$ cat src/rtl/extclk_qual_pkg.sv
package extclk_qual_pkg;
  typedef enum logic [1:0] {
    BAND_NONE = 2'd0,
    BAND_LO   = 2'd1,
    BAND_MID  = 2'd2,
    BAND_HI   = 2'd3
  } band_e;
endpackage

$ cat src/rtl/extclk_edge_sync.sv
module extclk_edge_sync #(
  parameter int STAGES = 2
) (
  input  logic clk,
  input  logic rst_n,
  input  logic ext_lvl,
  output logic ext_rise
);
  logic [STAGES-1:0] sr_q, sr_d;
  logic              prev_q;

  always_comb begin
    sr_d[0] = ext_lvl;
    for (int i = 1; i < STAGES; i++) sr_d[i] = sr_q[i-1];
  end

  always_ff @(posedge clk or negedge rst_n) begin
    if (!rst_n) begin
      sr_q   <= '0;
      prev_q <= 1'b0;
    end else begin
      sr_q   <= sr_d;
      prev_q <= sr_q[STAGES-1];
    end
  end

  assign ext_rise = sr_q[STAGES-1] & ~prev_q;
endmodule

$ cat src/rtl/extclk_freq_meter.sv
module extclk_freq_meter
  import extclk_qual_pkg::*;
#(
  parameter int WIN_TICKS = 64,
  parameter int TOL_PCT   = 3,
  parameter int NOM_LO    = 256,
  parameter int NOM_MID   = 377,
  parameter int NOM_HI    = 512,
  parameter int CNT_W     = 10
) (
  input  logic  clk,
  input  logic  rst_n,
  input  logic  sync_en,
  input  logic  ref_tick,
  input  logic  ext_rise,
  output logic  win_done,
  output band_e win_band
);
  localparam int WIN_W = (WIN_TICKS > 1) ? $clog2(WIN_TICKS) : 1;
  localparam logic [WIN_W-1:0] WIN_LAST = WIN_W'(WIN_TICKS - 1);
  localparam logic [CNT_W-1:0] CNT_MAX  = '1;
  localparam int NOM [3] = '{NOM_LO, NOM_MID, NOM_HI};

  logic             armed_q, armed_d;
  logic [WIN_W-1:0] wcnt_q, wcnt_d;
  logic [CNT_W-1:0] ecnt_q, ecnt_d;
  logic             close;
  logic [2:0]       hit;
  band_e            band_d;

  for (genvar b = 0; b < 3; b++) begin : g_band
    localparam logic [CNT_W-1:0] LIM_LO = CNT_W'(NOM[b] * (100 - TOL_PCT) / 100);
    localparam logic [CNT_W-1:0] LIM_HI = CNT_W'(NOM[b] * (100 + TOL_PCT) / 100);
    assign hit[b] = (ecnt_q >= LIM_LO) && (ecnt_q <= LIM_HI);
  end

  always_comb begin
    if (hit[0])      band_d = BAND_LO;
    else if (hit[1]) band_d = BAND_MID;
    else if (hit[2]) band_d = BAND_HI;
    else             band_d = BAND_NONE;
  end

  assign close = sync_en & armed_q & ref_tick & (wcnt_q == WIN_LAST);

  always_comb begin
    armed_d = armed_q;
    wcnt_d  = wcnt_q;
    ecnt_d  = ecnt_q;
    if (!sync_en) begin
      armed_d = 1'b0;
      wcnt_d  = '0;
      ecnt_d  = '0;
    end else if (!armed_q) begin
      armed_d = ref_tick;
      wcnt_d  = '0;
      ecnt_d  = '0;
    end else if (close) begin
      wcnt_d  = '0;
      ecnt_d  = {{(CNT_W-1){1'b0}}, ext_rise};
    end else begin
      if (ref_tick) wcnt_d = wcnt_q + 1'b1;
      if (ext_rise && (ecnt_q != CNT_MAX)) ecnt_d = ecnt_q + 1'b1;
    end
  end

  always_ff @(posedge clk or negedge rst_n) begin
    if (!rst_n) begin
      armed_q  <= 1'b0;
      wcnt_q   <= '0;
      ecnt_q   <= '0;
      win_done <= 1'b0;
      win_band <= BAND_NONE;
    end else begin
      armed_q  <= armed_d;
      wcnt_q   <= wcnt_d;
      ecnt_q   <= ecnt_d;
      win_done <= close;
      win_band <= band_d;
    end
  end
endmodule

$ cat src/rtl/extclk_lock_ctrl.sv
module extclk_lock_ctrl
  import extclk_qual_pkg::*;
#(
  parameter int LOCK_WINS = 4
) (
  input  logic  clk,
  input  logic  rst_n,
  input  logic  sync_en,
  input  logic  win_done,
  input  band_e win_band,
  output logic  locked,
  output band_e lock_band
);
  localparam int SW = $clog2(LOCK_WINS + 1);
  localparam logic [SW-1:0] STREAK_TOP = SW'(LOCK_WINS);

  logic [SW-1:0] streak_q, streak_d;
  band_e         last_q, last_d, lband_d;
  logic          locked_d;

  always_comb begin
    streak_d = streak_q;
    last_d   = last_q;
    locked_d = locked;
    lband_d  = lock_band;
    if (!sync_en) begin
      streak_d = '0;
      last_d   = BAND_NONE;
      locked_d = 1'b0;
      lband_d  = BAND_NONE;
    end else if (win_done) begin
      if (win_band == BAND_NONE) begin
        streak_d = '0;
        last_d   = BAND_NONE;
        locked_d = 1'b0;
        lband_d  = BAND_NONE;
      end else begin
        if (win_band == last_q)
          streak_d = (streak_q == STREAK_TOP) ? streak_q : streak_q + 1'b1;
        else
          streak_d = SW'(1);
        last_d = win_band;
        if (locked && (win_band != lock_band)) begin
          locked_d = 1'b0;
          lband_d  = BAND_NONE;
        end else if (!locked && (streak_d >= STREAK_TOP)) begin
          locked_d = 1'b1;
          lband_d  = win_band;
        end
      end
    end
  end

  always_ff @(posedge clk or negedge rst_n) begin
    if (!rst_n) begin
      streak_q  <= '0;
      last_q    <= BAND_NONE;
      locked    <= 1'b0;
      lock_band <= BAND_NONE;
    end else begin
      streak_q  <= streak_d;
      last_q    <= last_d;
      locked    <= locked_d;
      lock_band <= lband_d;
    end
  end
endmodule

$ cat src/rtl/extclk_tick_mux.sv
module extclk_tick_mux
  import extclk_qual_pkg::*;
#(
  parameter int DIV_LO  = 4,
  parameter int DIV_MID = 6,
  parameter int DIV_HI  = 8
) (
  input  logic  clk,
  input  logic  rst_n,
  input  logic  ref_tick,
  input  logic  ext_rise,
  input  logic  locked,
  input  band_e lock_band,
  output logic  sw_tick
);
  localparam int DMAX = (DIV_LO > DIV_MID) ? ((DIV_LO > DIV_HI) ? DIV_LO : DIV_HI)
                                           : ((DIV_MID > DIV_HI) ? DIV_MID : DIV_HI);
  localparam int DW = $clog2(DMAX);

  logic [DW-1:0] dcnt_q, dcnt_d, div_m1;
  logic          wrap, tick_d;

  always_comb begin
    unique case (lock_band)
      BAND_LO:  div_m1 = DW'(DIV_LO - 1);
      BAND_MID: div_m1 = DW'(DIV_MID - 1);
      default:  div_m1 = DW'(DIV_HI - 1);
    endcase
  end

  assign wrap = (dcnt_q == div_m1);

  always_comb begin
    dcnt_d = dcnt_q;
    if (!locked)       dcnt_d = '0;
    else if (ext_rise) dcnt_d = wrap ? '0 : dcnt_q + 1'b1;
    tick_d = locked ? (ext_rise & wrap) : ref_tick;
  end

  always_ff @(posedge clk or negedge rst_n) begin
    if (!rst_n) begin
      dcnt_q  <= '0;
      sw_tick <= 1'b0;
    end else begin
      dcnt_q  <= dcnt_d;
      sw_tick <= tick_d;
    end
  end
endmodule

$ cat src/rtl/extclk_qualifier.sv
module extclk_qualifier
  import extclk_qual_pkg::*;
#(
  parameter int WIN_TICKS    = 64,
  parameter int TOL_PCT      = 3,
  parameter int LOCK_WINS    = 4,
  parameter int SYNC_STAGES  = 2,
  parameter int RATIO_LO_X10 = 40,
  parameter int RATIO_MID_X10 = 59,
  parameter int RATIO_HI_X10 = 80,
  parameter int DIV_LO       = 4,
  parameter int DIV_MID      = 6,
  parameter int DIV_HI       = 8
) (
  input  logic       clk,
  input  logic       rst_n,
  input  logic       ref_tick,
  input  logic       ext_clk,
  input  logic       sync_en,
  output logic       sw_tick,
  output logic       locked,
  output logic [1:0] div_code
);
  localparam int NOM_LO  = RATIO_LO_X10 * WIN_TICKS / 10;
  localparam int NOM_MID = RATIO_MID_X10 * WIN_TICKS / 10;
  localparam int NOM_HI  = RATIO_HI_X10 * WIN_TICKS / 10;
  localparam int CNT_W   = $clog2(2 * NOM_HI);

  logic  rst_q1, rst_core_n;
  logic  ext_rise, win_done;
  band_e win_band, lock_band;

  always_ff @(posedge clk or negedge rst_n) begin
    if (!rst_n) begin
      rst_q1     <= 1'b0;
      rst_core_n <= 1'b0;
    end else begin
      rst_q1     <= 1'b1;
      rst_core_n <= rst_q1;
    end
  end

  extclk_edge_sync #(.STAGES(SYNC_STAGES)) i_sync (
    .clk(clk), .rst_n(rst_core_n), .ext_lvl(ext_clk), .ext_rise(ext_rise)
  );

  extclk_freq_meter #(
    .WIN_TICKS(WIN_TICKS), .TOL_PCT(TOL_PCT), .NOM_LO(NOM_LO),
    .NOM_MID(NOM_MID), .NOM_HI(NOM_HI), .CNT_W(CNT_W)
  ) i_meter (
    .clk(clk), .rst_n(rst_core_n), .sync_en(sync_en), .ref_tick(ref_tick),
    .ext_rise(ext_rise), .win_done(win_done), .win_band(win_band)
  );

  extclk_lock_ctrl #(.LOCK_WINS(LOCK_WINS)) i_lock (
    .clk(clk), .rst_n(rst_core_n), .sync_en(sync_en), .win_done(win_done),
    .win_band(win_band), .locked(locked), .lock_band(lock_band)
  );

  extclk_tick_mux #(.DIV_LO(DIV_LO), .DIV_MID(DIV_MID), .DIV_HI(DIV_HI)) i_mux (
    .clk(clk), .rst_n(rst_core_n), .ref_tick(ref_tick), .ext_rise(ext_rise),
    .locked(locked), .lock_band(lock_band), .sw_tick(sw_tick)
  );

  assign div_code = lock_band;
endmodule

$ cat config.mk
export PLATFORM = sky130hd
export DESIGN_NAME = extclk_qualifier
export DESIGN_NICKNAME = d
export VERILOG_FILES = /design/src/rtl/extclk_qual_pkg.sv /design/src/rtl/extclk_edge_sync.sv /design/src/rtl/extclk_freq_meter.sv /design/src/rtl/extclk_lock_ctrl.sv /design/src/rtl/extclk_tick_mux.sv /design/src/rtl/extclk_qualifier.sv
export SDC_FILE = /design/constraint.sdc
export NUM_CORES = 1
export LEC_CHECK = 0
export BUFFER_PORTS_ARGS = -buffer_cell sky130_fd_sc_hd__buf_2
export CAP_MARGIN = 20
export CORE_MARGIN = 2
export CORE_UTILIZATION = 60
export CTS_CLUSTER_SIZE = 8
export DETAILED_ROUTE_END_ITERATION = 16
export GPL_TIMING_DRIVEN = 0
export PLACE_DENSITY = 0.78
export SYNTH_ARGS = -nofsm -noshare
export SYNTH_HDL_FRONTEND = slang
export SYNTH_SLANG_ARGS = --single-unit
$ cat constraint.sdc
create_clock -name clk -period 1.5 [get_ports clk]
set_clock_uncertainty 0.2 [all_clocks]
set_input_delay 0.15 -clock clk [delete_from_list [all_inputs] [get_ports clk]]
set_output_delay 0.15 -clock clk [all_outputs]
set_load 0.01 [all_outputs]
==> metrics.txt <==
family of cells with the greatest summed delay on the critical path=compound AO/OA/AOI/OAI gates; Die Y=61 um; slowest stage cell, crit path=sky130_fd_sc_hd__dfrtp_2; Post-DP Area=between 2000 and 2500 sq um; most common cell after layout, fill and taps aside=sky130_fd_sc_hd__dfrtp_1; placer congestion estimate=0.8806; Core Box Area=3078 sq um; unique cell type count in the Yosys netlist=48; H-Tree Level Count=2; number of clock sinks=37; floorplan row count=20; half-perimeter wire length after placement=2743 um; Worst EP required=1560 ps; reported max-cap violation count=0; flop and latch count out of synthesis=37; final global-route overflow total=0; status=finished with violations; number of instances in the synthesized netlist=197; pin count of the biggest net entering global routing=24; Rel. slew slack=0.5594; first-pass GRT wire length=8280 um; antenna violations before repair=0; overall power after layout=1.913 mW; worst slew pin tran=660.9 ps; number of iterations in the first detailed-routing pass=5; worst setup slack after layout=-419.8 ps; final standard cell area without fillers=around 2800 sq um; effective utilization at floorplan=0.6333; CP startpoint kind=register; chip width=61 um; Period Utilization, post-route=1.280; area share of the largest cell type after synthesis=0.4750; time the final worst path needs with I/O delays and setup=about 1900 ps; total nets after synthesis=210; delay of the slowest critical-path stage=~460 ps; maximum VDD drop=roughly 0.80 mV; post-synthesis async set-or-reset flop share=1.000; power density of the placed cells=between 600 and 700 nW/um^2; final setup violating endpoints=25; failing checks=negative setup slack; residual DRC count=0; unrepaired setup endpoints after global routing=yes; total clock buffers created by CTS=5; I/O pin total=9; area of the mapped netlist=approximately 1900 sq um; arrival time of data at the critical path endpoint=1980 ps; clock transition at the register clock pins on the worst setup and hold paths after CTS=~110 ps; Via Count=between 1.5k and 2k; floorplan die area=around 3700 sq um; Critical Path, Cell by Cell=ha_4, buf_6, and3_4, o211ai_1, buf_4, o21ai_1, a21oi_2; critical-path maximum fanout=5; Gate power share=0.065; deepest clock path buffer count=2; Post-DRT Antenna Nets=0; peak clock frequency supported by timing=520.9 MHz; worst min-delay path category=in -> reg; net switching power=between 0.4 and 0.5 mW; WP buf/inv=2; DRT Wirelength=6957 um; number of global-route vias before repair=1,736; YS warnings=0; cell internal pwr=approximately 1.5 mW; share of the core filled with cells=0.9228; DRC violation total after the first TritonRoute iteration=182; Clock Tree Root=sky130_fd_sc_hd__clkbuf_4; share of final-layout standard cells stronger than drive strength 1=0.4556; post-synthesis cell type with the largest combined area=sky130_fd_sc_hd__dfrtp_1; EDFF count, synth=0; clock network power share=0.399; placed instance count=249; ANT cells=0; detailed-route vias per instance=around 7; number of max-slew violations in the final report=0; synthesized area divided by synthesized cell count=9.895 sq um; cells taking the most area after synthesis=sky130_fd_sc_hd__dfrtp_1 47%, sky130_fd_sc_hd__ha_1 5.1%, sky130_fd_sc_hd__a21oi_1 3.6%; synthesis-to-layout area growth=45.70%; count of input and output buffers=7; Setup crit end kind=register; category of the critical setup timing path=reg -> reg; Final Hold Viols=0; nets@finish=260; clock tree from TritonCTS=yes; non-filler cells in the finished layout=292; prevailing post-synth register cell=sky130_fd_sc_hd__dfrtp_1; most frequent cells in the layout=29 x sky130_fd_sc_hd__dfrtp_1, 25 x sky130_fd_sc_hd__buf_4, 11 x sky130_fd_sc_hd__inv_1, 11 x sky130_fd_sc_hd__nand2_1; fraction of power spent switching nets=0.2367; Overall Global Routing Usage=0.3167; sequential element share of the synthesized area=0.4750; Lkg Pwr=1.197 nW; Wirelength per Cell=23.83 um; latest clock arrival within the worst-skew pair=380 ps; share of total power in sequential cells=0.536
-- per-layer routing --
layer  global-route usage  vias to the layer above  part of all wire
li1                     -                      818                 -
met1               0.3752                      985              0.38
met2               0.5346                      142              0.49
met3              0.08102                       53             0.076
met4               0.1584                        0             0.055
met5                    0                        -                 0
-- cell families after synthesis --
logic type | after synthesis | share of synthesized area
other cells | 1 | 0.001924
simple gates | 66 | 0.1938
compound gates | 52 | 0.1772
mux | 3 | 0.01540
buf+inv | 20 | 0.04043
xor+xnor | 10 | 0.04493
fa+ha+maj | 8 | 0.05135
flops | 37 | 0.4750
-- flip-flops by register name (all words and copies together), names as in the netlist --
name,count
i_lock.last_q,2
i_lock.lock_band,2
i_lock.locked,1
i_lock.streak_q,3
i_meter.armed_q,1
i_meter.ecnt_q,10
i_meter.wcnt_q,6
i_meter.win_band,2
i_meter.win_done,1
i_mux.dcnt_q,3
i_mux.sw_tick,1
i_sync.prev_q,1
i_sync.sr_q,2
rst_core_n,1
rst_q1,1
-- metrics by stage --
stage	setup slack, ps	hold slack (ps)	TNS [ps]
after floorplan	-221.9	-345.6	-1130
after global placement	-371.9	-265.9	-8096
after detailed placement	-400.5	-262.7	-4013
after CTS	-293.2	-106.0	-2401
after global routing	-475.8	46.59	-7529
final	-419.8	2.300	-6167
-- synth_stat cells (2+ instances only) --
library cell and instances:
sky130_fd_sc_hd__dfrtp_1 37, sky130_fd_sc_hd__ha_1 8, sky130_fd_sc_hd__and2_1 2, sky130_fd_sc_hd__inv_1 14, sky130_fd_sc_hd__or4_1 2, sky130_fd_sc_hd__a211oi_1 3, sky130_fd_sc_hd__nand3_1 4, sky130_fd_sc_hd__a21oi_1 14
sky130_fd_sc_hd__nand2_1 14, sky130_fd_sc_hd__and3_1 3, sky130_fd_sc_hd__o31ai_1 4, sky130_fd_sc_hd__o211ai_1 3, sky130_fd_sc_hd__nor3_1 5, sky130_fd_sc_hd__o32ai_1 3, sky130_fd_sc_hd__xor2_1 6, sky130_fd_sc_hd__nor2b_1 6
sky130_fd_sc_hd__o21a_1 2, sky130_fd_sc_hd__buf_2 2, sky130_fd_sc_hd__mux2i_1 3, sky130_fd_sc_hd__o21ai_0 11, sky130_fd_sc_hd__nor2_1 9, sky130_fd_sc_hd__nand3b_1 3, sky130_fd_sc_hd__nand4_1 3, sky130_fd_sc_hd__o31a_1 2
sky130_fd_sc_hd__and4_1 4, sky130_fd_sc_hd__nand2b_1 3, sky130_fd_sc_hd__xnor2_1 4, sky130_fd_sc_hd__clkbuf_1 3
-- power groups by stage --
stage / logic (mW) / registers, mW / clock network (mW)
after floorplan: 0.0408 / 1.05 / 0
after global placement: 0.0576 / 1.05 / 0
after detailed placement: 0.0791 / 1.04 / 0
after CTS: 0.103 / 1.02 / 0.754
after global routing: 0.134 / 1.03 / 0.802
final: 0.125 / 1.02 / 0.763
-- final cells by class --
type	count	area (sq um)
clock inverters	2	37.54
fillers	108	237.7
well taps	44	55.05
inverters	14	55.05
flip-flops and latches	37	935.9
plain buffers	5	42.54
repair buffers	43	359.1
clock buffers	6	51.30
multi-input cells	141	1304
-- worst paths after layout --
path / startpoint / to / slack [ps] / cells after the start
min: sync_en / i_lock.streak_q[1]$_DFFE_PN0P_ / 2 / 3
max in group asynchronous: rst_core_n$_DFF_PN0_ / i_meter.ecnt_q[3]$_DFFE_PN0P_ / 480 / 1
max reg2reg: i_meter.ecnt_q[0]$_DFFE_PN0P_ / i_meter.ecnt_q[6]$_DFFE_PN0P_ / -420 / 7
max: i_meter.ecnt_q[0]$_DFFE_PN0P_ / i_meter.ecnt_q[6]$_DFFE_PN0P_ / -420 / 7
min in group asynchronous: rst_core_n$_DFF_PN0_ / i_sync.prev_q$_DFF_PN0_ / 70 / 0
min reg2reg: rst_core_n$_DFF_PN0_ / i_sync.prev_q$_DFF_PN0_ / 70 / 0
-- timing repair --
| item | CTS | global route |
|---|---|---|
| cloned | 1 | 0 |
| resized for setup | 36 | 46 |
| setup buffers | 25 | 5 |
| pin swaps | 25 | 27 |
| endpoints found under the hold margin | 10 | 2 |
| setup endpoints to repair | 23 | 26 |
| hold buffers | 5 | 1 |
-- worst register-to-register path, cell delays in order, from the launching register on --
cell and delay, ps:
sky130_fd_sc_hd__dfrtp_2 460, sky130_fd_sc_hd__ha_4 180, sky130_fd_sc_hd__buf_6 110, sky130_fd_sc_hd__and3_4 190, sky130_fd_sc_hd__o211ai_1 150, sky130_fd_sc_hd__buf_4 200, sky130_fd_sc_hd__o21ai_1 220, sky130_fd_sc_hd__a21oi_2 100
(Power assumes the default switching activity.)
